$ cat config.mk
export PLATFORM = sky130hd
export DESIGN_NAME = asym_tri_pwm
export DESIGN_NICKNAME = d
export VERILOG_FILES = /design/src/rtl/asym_pwm_pkg.sv /design/src/rtl/tri_carrier.sv /design/src/rtl/half_duty_bank.sv /design/src/rtl/rise_delay.sv /design/src/rtl/asym_tri_pwm.sv
export SDC_FILE = /design/constraint.sdc
export NUM_CORES = 1
export LEC_CHECK = 0
export BUFFER_PORTS_ARGS = -buffer_cell sky130_fd_sc_hd__buf_2
export CAP_MARGIN = 20
export CORE_UTILIZATION = 45
export DETAILED_ROUTE_END_ITERATION = 8
export HOLD_SLACK_MARGIN = 0.12
export SLEW_MARGIN = 20
export SYNTH_ARGS = -nofsm -noshare
export SYNTH_HDL_FRONTEND = slang
export SYNTH_SLANG_ARGS = --single-unit
$ cat constraint.sdc
create_clock -name clk -period 2.5 [get_ports clk]
set_input_delay 0.125 -clock clk [delete_from_list [all_inputs] [get_ports clk]]
set_output_delay 0.125 -clock clk [all_outputs]
set_load 0.1 [all_outputs]
$ cat src/rtl/asym_pwm_pkg.sv
package asym_pwm_pkg;

    typedef enum logic {
        DIR_UP   = 1'b0,
        DIR_DOWN = 1'b1
    } carrier_dir_e;

    typedef struct packed {
        logic hi;
        logic lo;
    } leg_level_t;

    function automatic carrier_dir_e flip_dir(input carrier_dir_e d);
        return (d == DIR_UP) ? DIR_DOWN : DIR_UP;
    endfunction

endpackage

$ cat src/rtl/tri_carrier.sv
module tri_carrier
    import asym_pwm_pkg::*;
#(
    parameter int CNT_W = 7
) (
    input  logic             clk,
    input  logic             rst,
    input  logic             en,
    output logic [CNT_W-1:0] cnt,
    output carrier_dir_e     dir,
    output logic             turn,
    output logic             req
);
    localparam logic [CNT_W-1:0] TOP_V    = '1;
    localparam logic [CNT_W-1:0] TOP_M1   = TOP_V - 1'b1;
    localparam logic [CNT_W-1:0] BOTTOM_1 = {{(CNT_W-1){1'b0}}, 1'b1};

    // last cycle of a half: top while rising, zero while falling
    assign turn = (dir == DIR_UP) ? (cnt == TOP_V) : (cnt == '0);
    // one cycle ahead of the capture edge
    assign req  = en && ((dir == DIR_UP) ? (cnt == TOP_M1) : (cnt == BOTTOM_1));

    always_ff @(posedge clk) begin
        if (rst || !en) begin
            cnt <= '0;
            dir <= DIR_UP;
        end else if (turn) begin
            dir <= flip_dir(dir);
        end else if (dir == DIR_UP) begin
            cnt <= cnt + 1'b1;
        end else begin
            cnt <= cnt - 1'b1;
        end
    end
endmodule

$ cat src/rtl/half_duty_bank.sv
module half_duty_bank #(
    parameter int DUTY_W = 8,
    parameter int NLEG   = 3
) (
    input  logic                         clk,
    input  logic                         rst,
    input  logic                         load,
    input  logic [NLEG-1:0][DUTY_W-1:0]  duty_in,
    input  logic [DUTY_W-2:0]            cnt,
    output logic [NLEG-1:0][DUTY_W-1:0]  duty_act,
    output logic [NLEG-1:0]              above
);
    for (genvar p = 0; p < NLEG; p++) begin : g_leg
        always_ff @(posedge clk) begin
            if (rst) begin
                duty_act[p] <= '0;
            end else if (load) begin
                duty_act[p] <= duty_in[p];
            end
        end
        // doubled count against the full-width word: 0 never, all-ones always
        assign above[p] = ({cnt, 1'b0} < duty_act[p]);
    end
endmodule

$ cat src/rtl/rise_delay.sv
module rise_delay #(
    parameter int DT_W = 10
) (
    input  logic            clk,
    input  logic            rst,
    input  logic            level,
    input  logic [DT_W-1:0] dly,
    output logic            gate
);
    logic [DT_W-1:0] held;

    always_ff @(posedge clk) begin
        if (rst) begin
            held <= '0;
            gate <= 1'b0;
        end else begin
            if (!level) begin
                held <= '0;
            end else if (held != '1) begin
                held <= held + 1'b1;
            end
            gate <= level && (held >= dly);
        end
    end
endmodule

$ cat src/rtl/asym_tri_pwm.sv
module asym_tri_pwm
    import asym_pwm_pkg::*;
#(
    parameter int DUTY_W = 8,
    parameter int DT_W   = 10
) (
    input  logic              clk,
    input  logic              rst,
    input  logic              en,
    input  logic [DUTY_W-1:0] duty_a,
    input  logic [DUTY_W-1:0] duty_b,
    input  logic [DUTY_W-1:0] duty_c,
    input  logic [DT_W-1:0]   dead_cycles,
    output logic              duty_req,
    output logic [2:0]        gate_hi,
    output logic [2:0]        gate_lo
);
    localparam int NLEG  = 3;
    localparam int CNT_W = DUTY_W - 1;

    logic [CNT_W-1:0]             cnt_w;
    carrier_dir_e                 dir_w;
    logic                         turn_w;
    logic [NLEG-1:0][DUTY_W-1:0]  duty_in_w;
    logic [NLEG-1:0][DUTY_W-1:0]  duty_act;
    logic [NLEG-1:0]              above_w;
    leg_level_t [NLEG-1:0]        want;

    assign duty_in_w = {duty_c, duty_b, duty_a};

    tri_carrier #(.CNT_W(CNT_W)) carrier_i (
        .clk  (clk),
        .rst  (rst),
        .en   (en),
        .cnt  (cnt_w),
        .dir  (dir_w),
        .turn (turn_w),
        .req  (duty_req)
    );

    half_duty_bank #(.DUTY_W(DUTY_W), .NLEG(NLEG)) bank_i (
        .clk      (clk),
        .rst      (rst),
        .load     (!en || turn_w),
        .duty_in  (duty_in_w),
        .cnt      (cnt_w),
        .duty_act (duty_act),
        .above    (above_w)
    );

    for (genvar p = 0; p < NLEG; p++) begin : g_leg
        assign want[p].hi = en &&  above_w[p];
        assign want[p].lo = en && !above_w[p];

        rise_delay #(.DT_W(DT_W)) hi_i (
            .clk   (clk),
            .rst   (rst),
            .level (want[p].hi),
            .dly   (dead_cycles),
            .gate  (gate_hi[p])
        );

        rise_delay #(.DT_W(DT_W)) lo_i (
            .clk   (clk),
            .rst   (rst),
            .level (want[p].lo),
            .dly   (dead_cycles),
            .gate  (gate_lo[p])
        );
    end
endmodule

==> flow_summary.yaml <==
clock_tree:
  postCtsSetupBuffers: 0
  cts_max_path_buffers: 2
  clk_latency_ps: 350
  numClockSinks: 98
  post_cts_resized: 0
  cts_max_level: 3
  clock-root-buffer: "clkbuf_16"
  cts_buffers: 9
  cts_tree: "built"
  path_clk_slew_ps: 70
worst_setup_path:
  crit_required_ps: 2770
  ff2ff_setup_slack_ps: 390
  slowest_stage: "dfxtp_1"
  endpoint_kind: "register"
  crit_family: "simple AND/OR/NAND/NOR gates"
  path_cells: "ha_1, nor2b_1, o211ai_1, a21oi_1, or3_1, nor3b_1"
  cp-start-kind: "register"
  crit_path_max_incr_delay_ps: 550
  critPathMaxFanout: 11
  critPathBufInv: 0
  r2r-end: "g_leg[0].hi_i.held[4]"
  crit_path_start: "carrier_i.cnt[0]"
  r2r.worst_path.cells: 6
  timing.rr.start: "carrier_i.cnt[0]"
  critical_path_class: "reg2reg"
  cp_data_arrival_time_ps: 2370
placement:
  io_buffers: 43
  hpwl_mm: 9.80
  dp_slack_ps: 404
  routabilityCongestion: 0.834
floorplanning:
  initial_core_util_pct: 46.1
  fp-row-count: 42
  die_h_um: 118
  die_w_um: 118
  dieArea_um2: 14000
  core_area_um2: 13200
  io_pins: 44
grt:
  grt_pass1_wl_mm: 22.5
  grt_max_degree: 27
  grt.overflow.total: 0
  grt_pass1_vias: 4886
  grt.total_usage_pct: 19.9
  antenna_found_initial: 0
power_and_ir_drop:
  swShare_pct: 23.4
  static-leakage-power_nw: 2.92
  power_frac_clock_pct: 43.6
  switching_power_mw: 0.807
  seqPwrFrac_pct: 47.0
  pwr-share-comb_pct: 9.4
  p_int_mw: 2.64
  powerDensity_nw_per_um2: 498
  ir_drop_mv: 0.262
timing:
  slew_viol_final: 0
  fin_ws_ps: 392
  clock_skew_ps: 6.51
  finalHoldViolCount: 0
  rsz0062_at_grt: "no"
  slew_headroom_pct: 67.2
  setup_viol: 0
  worst_slew_pin_slew_ps: 492
  min_period_ps: 2110
  fmax_mhz: 474
  setup_tns_ps: 0
  post-route-period-util_pct: 84.3
drt:
  wl_per_cell_um: 14.2
  vias: 5143
  drt-pass1-iter-count: 4
  drtIter0Drc: 226
  ant_nets: 0
  viasPerCell: 5.44
  route.detailed.drc: 0
  wirelength_mm: 13.4
hold_path:
  min-delay-start: "en"
  min_path_cells: 3
  whs_endpoint: "carrier_i.cnt[5]"
  min_path_type: "in2reg"
yosys:
  netlist.area_leader.share_pct: 32.3
  synth-xor-area-share_pct: 3.60
  synth_simple_gate_area_share_pct: 23.9
  syn_inst: 707
  syn_area_um2: 6080
  netlist-cell-type-count: 51
  synth_area_leaders: "dfxtp_1 (32%), ha_1 (19%), a21oi_1 (5.5%)"
  synth_edf_count: 0
  netlist.top_cell.by_area: "dfxtp_1"
  ys_seq_elements: 98
  synth_fa_ha_area_share_pct: 18.9
  async_flop_share_pct: 0
  synth_top_family_by_area: "simple AND/OR/NAND/NOR gates"
  synthFlopType: "dfxtp_1"
  yosysWarnings: 0
  synth_fp_nets: 836
  synth_mux_area_share_pct: 1.15
  synth_compound_area_share_pct: 14.4
  avgSynthCellArea_um2: 8.60
  yosysSeqAreaShare_pct: 32.3
run:
  cap_violations: 0
cells_and_area:
  nets: 894
  final_common_cell: "dfxtp_1"
  n_antenna_cell: 0
  layout_common_cells: "dfxtp_1 (98), ha_1 (92), nand2_1 (71)"
  drive_gt1_share_pct: 10.8
  area_growth_pct: 13.9
run_status:
  status: "completed"
[routing by layer]
| layer | wire, µm | track usage, % | vias up |
|---|---|---|---|
| met3 | 350 | 2.80 | 14 |
| li1 | - | - | 2664 |
| met5 | 0 | 0 | - |
| met1 | 6460 | 24.5 | 2372 |
| met2 | 6440 | 35.2 | 93 |
| met4 | 198 | 7.45 | 0 |
[what timing repair did]
item,4_1_cts,5_1_grt
endpoints found under the setup margin,0,0
hold buffers,24,0
hold endpoints to repair,24,0
[power by group through the flow]
stage / Sequential (mW) / Combinational, mW / Clock [mW]
floorplan: 1.65 / 0.214 / 0
global placement: 1.66 / 0.286 / 0
detailed placement: 1.66 / 0.297 / 0
CTS: 1.62 / 0.327 / 1.54
global route: 1.63 / 0.370 / 1.60
finish: 1.62 / 0.324 / 1.50
[area by class of cell]
cell class,instances,area (µm²)
clock buffer,11,243
clock inverter,5,77.6
fill,1234,6260
inverter,43,161
multi-input combinational,541,3770
sequential,98,1960
tap,176,220
timing repair buffer,72,493
[cell usage after synthesis (17+ instances only)]
cell,number
o21ai_0,19
a21oi_1,67
nand2_1,71
xnor2_1,17
a211oi_1,18
ha_1,92
nand3_1,25
nor2_1,56
nor3_1,20
dfxtp_1,98
nand4_1,21
inv_1,43
and3_1,23
[how the worst max path moves through the flow]
stage | to | cells after the start | slack (ps)
floorplan | duty_req | 3 | 150
global placement | g_leg[0].hi_i.held[5] | 6 | 480
detailed placement | g_leg[0].hi_i.held[4] | 6 | 400
CTS | g_leg[0].hi_i.held[4] | 6 | 380
global route | g_leg[0].hi_i.held[8] | 6 | 310
finish | g_leg[0].hi_i.held[4] | 6 | 390
[tightest hold or removal path, cell delays in order]
cell,delay [ps]
buf_2,140
nand2b_4,160
nor2_1,60
[state kept, by name, summed over array words and instances (netlist names)]
name	flops
carrier_i.dir	1
g_leg.hi_i.gate	3
g_leg.hi_i.held	30
bank_i.duty_act	24
g_leg.lo_i.gate	3
g_leg.lo_i.held	30
carrier_i.cnt	7
[kinds of logic (layout without fill, tap and decap cells)]
kind of cell	Yosys count	in the layout
flops	98	98
mux	7	7
buf+inv	68	131
fa+ha+maj	92	92
xor+xnor	25	25
simple gates	274	274
compound gates	143	143
[stage by stage]
| stage | utilization [%] | hold slack, ps | total power, mW | instances | area, µm² |
|---|---|---|---|---|---|
| floorplan | - | 262 | 1.86 | 707 | 6080 |
| global placement | 48.3 | 370 | 1.94 | 906 | 6370 |
| detailed placement | 48.3 | 377 | 1.95 | 906 | 6370 |
| CTS | 52.5 | 183 | 3.49 | 946 | 6930 |
| global route | 52.5 | 206 | 3.60 | 946 | 6930 |
| finish | 52.5 | 183 | 3.45 | 946 | 6930 |
Note: power is estimated with default switching activity, not from simulation.
